**config.mk**
```make
export PLATFORM = sky130hd
export DESIGN_NAME = lp_scan_bist
export DESIGN_NICKNAME = d
export VERILOG_FILES = /design/src/rtl/lp_bist_pkg.sv /design/src/rtl/lp_bist_seq.sv /design/src/rtl/lp_bist_dp.sv /design/src/rtl/lp_scan_bist.sv
export SDC_FILE = /design/constraint.sdc
export NUM_CORES = 1
export LEC_CHECK = 0
export ABC_AREA = 1
export ABC_CLOCK_PERIOD_IN_PS = 10400
export BUFFER_PORTS_ARGS = -buffer_cell sky130_fd_sc_hd__buf_4
export CAP_MARGIN = 20
export CELL_PAD_IN_SITES_DETAIL_PLACEMENT = 1
export CELL_PAD_IN_SITES_GLOBAL_PLACEMENT = 2
export CORE_ASPECT_RATIO = 1.75
export CORE_UTILIZATION = 38
export DETAILED_ROUTE_END_ITERATION = 8
export MAX_ROUTING_LAYER = met4
export PLACE_DENSITY_LB_ADDON = 0.1
export SLEW_MARGIN = 5
export SYNTH_ARGS = -nofsm -noshare
export SYNTH_HDL_FRONTEND = slang
export SYNTH_SLANG_ARGS = --single-unit
```
**constraint.sdc**
```tcl
create_clock -name clk -period 10.4 [get_ports clk]
set_input_delay 1.04 -clock clk [delete_from_list [all_inputs] [get_ports clk]]
set_output_delay 1.04 -clock clk [all_outputs]
set_load 0.05 [all_outputs]
```
**src/rtl/lp_bist_pkg.sv**
```systemverilog
package lp_bist_pkg;

  typedef enum logic [1:0] {
    SESS_IDLE = 2'd0,
    SESS_LT   = 2'd1,
    SESS_WR   = 2'd2,
    SESS_FIN  = 2'd3
  } sess_e;

  // strobes from sequencer to pattern datapath
  typedef struct packed {
    logic shift;
    logic capture;
    logic wrSel;
  } seq_strobe_t;

  localparam logic [15:0] LFSR_SEED = 16'hACE1;

  function automatic logic [15:0] lfsrStep(input logic [15:0] cur);
    return {cur[14:0], cur[15] ^ cur[13] ^ cur[12] ^ cur[10]};
  endfunction

  // test-cube table, computed: bit j of cube c is pinned when (j+c) mod 3 == 0
  function automatic logic cubePinned(input int c, input int j);
    return ((j + c) % 3) == 0;
  endfunction

  function automatic logic cubeValue(input int c, input int j);
    return 1'((c ^ j) & 1);
  endfunction

endpackage

```
**src/rtl/lp_bist_seq.sv**
```systemverilog
module lp_bist_seq
  import lp_bist_pkg::*;
#(
  parameter int CHAIN_LEN = 8,
  parameter int PATS_LT   = 6,
  parameter int PATS_WR   = 5,
  parameter int NUM_CUBES = 3,
  localparam int SH_W   = $clog2(CHAIN_LEN + 1),
  localparam int PMAX   = (PATS_LT > PATS_WR) ? PATS_LT : PATS_WR,
  localparam int PAT_W  = $clog2(PMAX + 1),
  localparam int CUBE_W = (NUM_CUBES > 1) ? $clog2(NUM_CUBES) : 1
) (
  input  logic              clk,
  input  logic              rst,
  input  logic              dualSession,
  output seq_strobe_t       strobe,
  output logic [SH_W-1:0]   bitIdx,
  output logic [CUBE_W-1:0] cubeIdx,
  output logic              finished
);

  sess_e             sess;
  logic [SH_W-1:0]   shiftCnt;
  logic [PAT_W-1:0]  patCnt;
  logic [CUBE_W-1:0] cubeCnt;
  logic              active;
  logic              atCapture;
  logic              lastPat;

  assign active    = (sess == SESS_LT) || (sess == SESS_WR);
  assign atCapture = (shiftCnt == SH_W'(CHAIN_LEN));
  assign lastPat   = (sess == SESS_LT) ? (patCnt == PAT_W'(PATS_LT - 1))
                                       : (patCnt == PAT_W'(PATS_WR - 1));

  always_ff @(posedge clk) begin
    if (rst) begin
      sess     <= SESS_IDLE;
      shiftCnt <= '0;
      patCnt   <= '0;
      cubeCnt  <= '0;
    end else begin
      unique case (sess)
        SESS_IDLE: sess <= SESS_LT;
        SESS_LT, SESS_WR: begin
          if (!atCapture) begin
            shiftCnt <= shiftCnt + 1'b1;
          end else begin
            shiftCnt <= '0;
            if (sess == SESS_WR)
              cubeCnt <= (cubeCnt == CUBE_W'(NUM_CUBES - 1)) ? '0 : cubeCnt + 1'b1;
            if (lastPat) begin
              patCnt <= '0;
              if (sess == SESS_LT && dualSession) sess <= SESS_WR;
              else                                sess <= SESS_FIN;
            end else begin
              patCnt <= patCnt + 1'b1;
            end
          end
        end
        default: sess <= SESS_FIN;
      endcase
    end
  end

  always_comb begin
    strobe.shift   = active && !atCapture;
    strobe.capture = active && atCapture;
    strobe.wrSel   = (sess == SESS_WR);
  end

  assign bitIdx   = shiftCnt;
  assign cubeIdx  = cubeCnt;
  assign finished = (sess == SESS_FIN);

  AST_SESS_ORDER: assert property (@(posedge clk) disable iff (rst)
    (sess == SESS_WR) |=> (sess == SESS_WR || sess == SESS_FIN));

  AST_DONE_HOLD: assert property (@(posedge clk) disable iff (rst)
    (sess == SESS_FIN) |=> (sess == SESS_FIN && !strobe.shift));

  AST_CAP_THEN_SHIFT: assert property (@(posedge clk) disable iff (rst)
    strobe.capture |=> (strobe.shift || sess == SESS_FIN));

  AST_ONE_PHASE: assert property (@(posedge clk) disable iff (rst)
    $onehot0({strobe.shift, strobe.capture}));

endmodule

```
**src/rtl/lp_bist_dp.sv**
```systemverilog
module lp_bist_dp
  import lp_bist_pkg::*;
#(
  parameter int CHAIN_LEN = 8,
  parameter int NUM_CUBES = 3,
  localparam int SH_W   = $clog2(CHAIN_LEN + 1),
  localparam int CUBE_W = (NUM_CUBES > 1) ? $clog2(NUM_CUBES) : 1
) (
  input  logic              clk,
  input  logic              rst,
  input  seq_strobe_t       strobe,
  input  logic [SH_W-1:0]   bitIdx,
  input  logic [CUBE_W-1:0] cubeIdx,
  input  logic              respMiss,
  output logic              scanData,
  output logic              scanEnable,
  output logic              faultLt,
  output logic              faultWr
);

  logic [15:0] lfsr;
  logic        togBit;
  logic        togHit;
  logic        wrBit;

  assign togHit = lfsr[0] & lfsr[1];

  always_ff @(posedge clk) begin
    if (rst) begin
      lfsr    <= LFSR_SEED;
      togBit  <= 1'b0;
      faultLt <= 1'b0;
      faultWr <= 1'b0;
    end else begin
      if (strobe.shift) begin
        lfsr <= lfsrStep(lfsr);
        if (!strobe.wrSel && togHit) togBit <= ~togBit;
      end
      if (strobe.capture && respMiss) begin
        if (strobe.wrSel) faultWr <= 1'b1;
        else              faultLt <= 1'b1;
      end
    end
  end

  always_comb begin
    if (cubePinned(int'(cubeIdx), int'(bitIdx)))
      wrBit = cubeValue(int'(cubeIdx), int'(bitIdx));
    else
      wrBit = lfsr[0];
  end

  // source multiplexer in front of the chain
  assign scanData   = strobe.shift ? (strobe.wrSel ? wrBit : togBit) : 1'b0;
  assign scanEnable = strobe.shift;

  AST_LT_RARE_TOGGLE: assert property (@(posedge clk) disable iff (rst)
    (strobe.shift && !strobe.wrSel && !togHit) |=> $stable(togBit));

  AST_LFSR_FROZEN: assert property (@(posedge clk) disable iff (rst)
    !strobe.shift |=> $stable(lfsr));

  AST_LFSR_LIVE: assert property (@(posedge clk) disable iff (rst)
    lfsr != 16'h0000);

  AST_FLT_STICKY: assert property (@(posedge clk) disable iff (rst)
    faultLt |=> faultLt);

  AST_FWR_SOURCE: assert property (@(posedge clk) disable iff (rst)
    $rose(faultWr) |-> $past(strobe.capture && strobe.wrSel && respMiss));

  AST_IDLE_LOW: assert property (@(posedge clk) disable iff (rst)
    !scanEnable |-> !scanData);

endmodule

```
**src/rtl/lp_scan_bist.sv**
```systemverilog
module lp_scan_bist
  import lp_bist_pkg::*;
#(
  parameter int CHAIN_LEN = 8,
  parameter int PATS_LT   = 6,
  parameter int PATS_WR   = 5,
  parameter int NUM_CUBES = 3,
  localparam int SH_W   = $clog2(CHAIN_LEN + 1),
  localparam int CUBE_W = (NUM_CUBES > 1) ? $clog2(NUM_CUBES) : 1
) (
  input  logic clk,
  input  logic rst,
  input  logic dualSession,
  input  logic respMiss,
  output logic scanData,
  output logic scanEnable,
  output logic testDone,
  output logic faultLt,
  output logic faultWr
);

  seq_strobe_t       strobe;
  logic [SH_W-1:0]   bitIdx;
  logic [CUBE_W-1:0] cubeIdx;

  lp_bist_seq #(
    .CHAIN_LEN(CHAIN_LEN), .PATS_LT(PATS_LT),
    .PATS_WR(PATS_WR), .NUM_CUBES(NUM_CUBES)
  ) uSeq (
    .clk(clk), .rst(rst), .dualSession(dualSession),
    .strobe(strobe), .bitIdx(bitIdx), .cubeIdx(cubeIdx),
    .finished(testDone)
  );

  lp_bist_dp #(
    .CHAIN_LEN(CHAIN_LEN), .NUM_CUBES(NUM_CUBES)
  ) uDp (
    .clk(clk), .rst(rst), .strobe(strobe), .bitIdx(bitIdx),
    .cubeIdx(cubeIdx), .respMiss(respMiss), .scanData(scanData),
    .scanEnable(scanEnable), .faultLt(faultLt), .faultWr(faultWr)
  );

endmodule

```
==> summary.txt <==
CTS
  • CTS buffer count: 5
  • Worst-Skew Late Latency: 0.29 ns
  • CTS Hold Buffers Added: 0
  • Post-CTS resize count: 0
  • Clock Tree Root: clkbuf_8
  • TritonCTS clock tree: yes
  • Clk buf depth: 2
  • Sink Count: 30
  • Setup Fix Bufs, Post-CTS: 0
  • Clock-pin slew on the worst setup and hold paths: 0.07 ns
  • H-Tree Depth: 2

Floorplan
  • I/O pin cnt: 9
  • Core Region: 0.00467 mm²
  • Die height: 94.1 µm
  • Die width: 54.6 µm
  • Die area: 0.00514 mm²
  • Row cnt: 33
  • Initial core utilization: 0.395

Min path
  • Hold Crit Class: flop to flop

Synth
  • Post-synth EDFFs: 0
  • Syn_nets: 268
  • Synthesis Warnings: 0
  • Avg Inst Size Synth: 7.34 µm²
  • Synth top area share: 0.326
  • Largest cells by area after synthesis: dfxtp_1 33%, nand2_1 10%, ha_1 8.2%
  • Synth Instances: 251
  • Most numerous cell in the Yosys netlist: nand2_1
  • Top cells by count, synth: 49 x nand2_1, 35 x inv_1, 30 x dfxtp_1
  • Area leader, netlist: dfxtp_1
  • Ys async rst share: 0
  • Synth Cell Area: 0.00184 mm²
  • #FFs+latches synth: 30
  • Most common flop cell mapped by yosys: dfxtp_1
  • Unique masters post-synth: 32
  • Sequential cell area fraction in the yosys report: 0.326

Global route
  • Total GRT Usage: 0.196
  • First-pass GRT wire length: 7000 µm
  • Overflow after GRT: 0
  • Initial antenna violation count: 0
  • Largest net degree at the start of global routing: 21
  • Number of global-route vias before repair: 1,639

Place
  • Setup WS pre-CTS: 5.84 ns
  • DP Wirelength: 3310 µm
  • Gp weighted congestion: 0.732
  • PortBufs: 8

Drt
  • Initial DRC count: 17
  • Pre-Repair DR Iteration Count: 4
  • Mean routed wirelength per cell: 13.4 µm
  • Vias: 1,588
  • DRC: 0
  • Post-route ant nets: 0
  • Wirelength, routed: 4190 µm
  • DR vias/cell: 5.07

STA
  • Final Slew Violations: 0
  • Period utilization: 0.465
  • Clock Skew: 0.00893 ns
  • Normalized max-slew margin: 0.612
  • Slew @ Worst Pin: 0.582 ns
  • Final worst slack: 5.57 ns
  • Achievable Freq: 207 MHz
  • Hold_ws: 0.458 ns
  • RSZ-0062 raised after global routing: false
  • Final Hold Fails: 0
  • Final TNS setup: 0 ns
  • Number of setup violations in the final report: 0
  • Period minus WS final: 4.83 ns

Power and ir drop
  • LEAKAGE: 0.930 nW
  • Final Power: 0.496 mW
  • Peak supply drop: 0.139 mV
  • Pwr Density: 246 mW/mm²

Flow run
  • Max-capacitance violation count: 0

Finish
  • Post-layout util: 0.433
  • Syn-to-layout area delta: 9.65%
  • Fraction of layout cells with a size suffix above 1: 0.138
  • NumNets Final: 277
  • Diodes inserted: 0

Worst setup path
  • Data required, critical path: 9.36 ns
  • Flop2flop setup slack: 7.94 ns
  • CP Capture Type: output port
  • WP data arrival: 3.79 ns
  • Setup crit start kind: flop
  • CP Class: flop to output port
  • Worst Path Max Fanout: 6

Outcome
  • Status: finished, final reports clean
-- per-layer routing --
metal / vias to the layer above / GRT usage / share of wire
met4: 0 / 0.0897 / 0.020
li1: 826 / - / -
met3: 6 / 0.0291 / 0.017
met5: - / - / 0
met1: 747 / 0.179 / 0.38
met2: 9 / 0.366 / 0.58
-- worst paths after layout --
check                              endpoint                        start  depth (start not counted)
setup / recovery                   scanData  uSeq.bitIdx[0]$_SDFFE_PP0N_                         22
hold / removal     uDp.faultWr$_SDFFE_PP0P_     uDp.faultWr$_SDFFE_PP0P_                          2
setup reg to reg  uSeq.sess[1]$_SDFFE_PP0P_    uSeq.sess[0]$_SDFFE_PP0P_                          9
hold reg to reg    uDp.faultWr$_SDFFE_PP0P_     uDp.faultWr$_SDFFE_PP0P_                          2
-- flip-flops by register name, summed over array words and instances (netlist names) --
name and count:
uDp.faultLt 1, uSeq.patCnt 3, uSeq.cubeIdx 2, uDp.lfsr 16
uDp.faultWr 1, uSeq.sess 2, uSeq.bitIdx 4, uDp.togBit 1
-- cell usage in the layout, fill, tap and decap left out, drive strengths merged --
master,instances
a211oi,3
a21oi,14
and3,2
buf,9
clkbuf,5
clkinv,3
clkinvlp,1
dfxtp,30
fa,1
ha,12
inv,36
nand2,57
nand3,30
nand4,6
nor2,25
nor3,2
o211a,1
o211ai,1
o21ai,17
xnor2,3
xor2,3
-- report_power, final --
| group | internal, mW | switching [mW] | total (mW) |
|---|---|---|---|
| Combinational | 0.0784 | 0.140 | 0.218 |
| Clock | 0.0469 | 0.0493 | 0.0963 |
| Sequential | 0.154 | 0.0274 | 0.181 |
| Total | 0.279 | 0.217 | 0.496 |
-- per-stage QoR --
stage,cells,instance area (µm²)
finish,313,2020
global route,313,2020
CTS,313,2020
detailed placement,305,1930
global placement,305,1930
floorplan,251,1840
-- critical path: stages (launching register included) --
cell	delay, ns
dfxtp_1	0.34
ha_1	0.25
fa_1	0.49
xor2_4	0.24
inv_2	0.08
o21ai_4	0.19
ha_1	0.20
inv_1	0.08
nand2_1	0.18
nor2_8	0.08
nand2_4	0.10
nand2_2	0.07
nand2_4	0.08
inv_1	0.04
ha_1	0.26
nand2_1	0.06
nand4_1	0.11
a21oi_2	0.12
nand3_1	0.08
nand2_1	0.06
nand2_1	0.05
a21oi_2	0.12
buf_4	0.23
-- cell type report --
type / count / area (µm²)
clock buffer: 5 / 68.8
clock inverter: 3 / 21.3
fill: 619 / 2650
inverter: 37 / 139
multi-input combinational: 177 / 1060
sequential: 30 / 601
tap: 52 / 65.1
timing repair buffer: 9 / 67.6
-- logic make-up after synthesis --
kind of cell             synth area share
flip-flops                          0.326
buffers and inverters              0.0999
adder cells (fa/ha/maj)            0.0924
AO/OA/AOI/OAI                       0.116
XOR/XNOR                           0.0387
AND/OR/NAND/NOR                     0.327
Power figures use the tool's default switching activity.
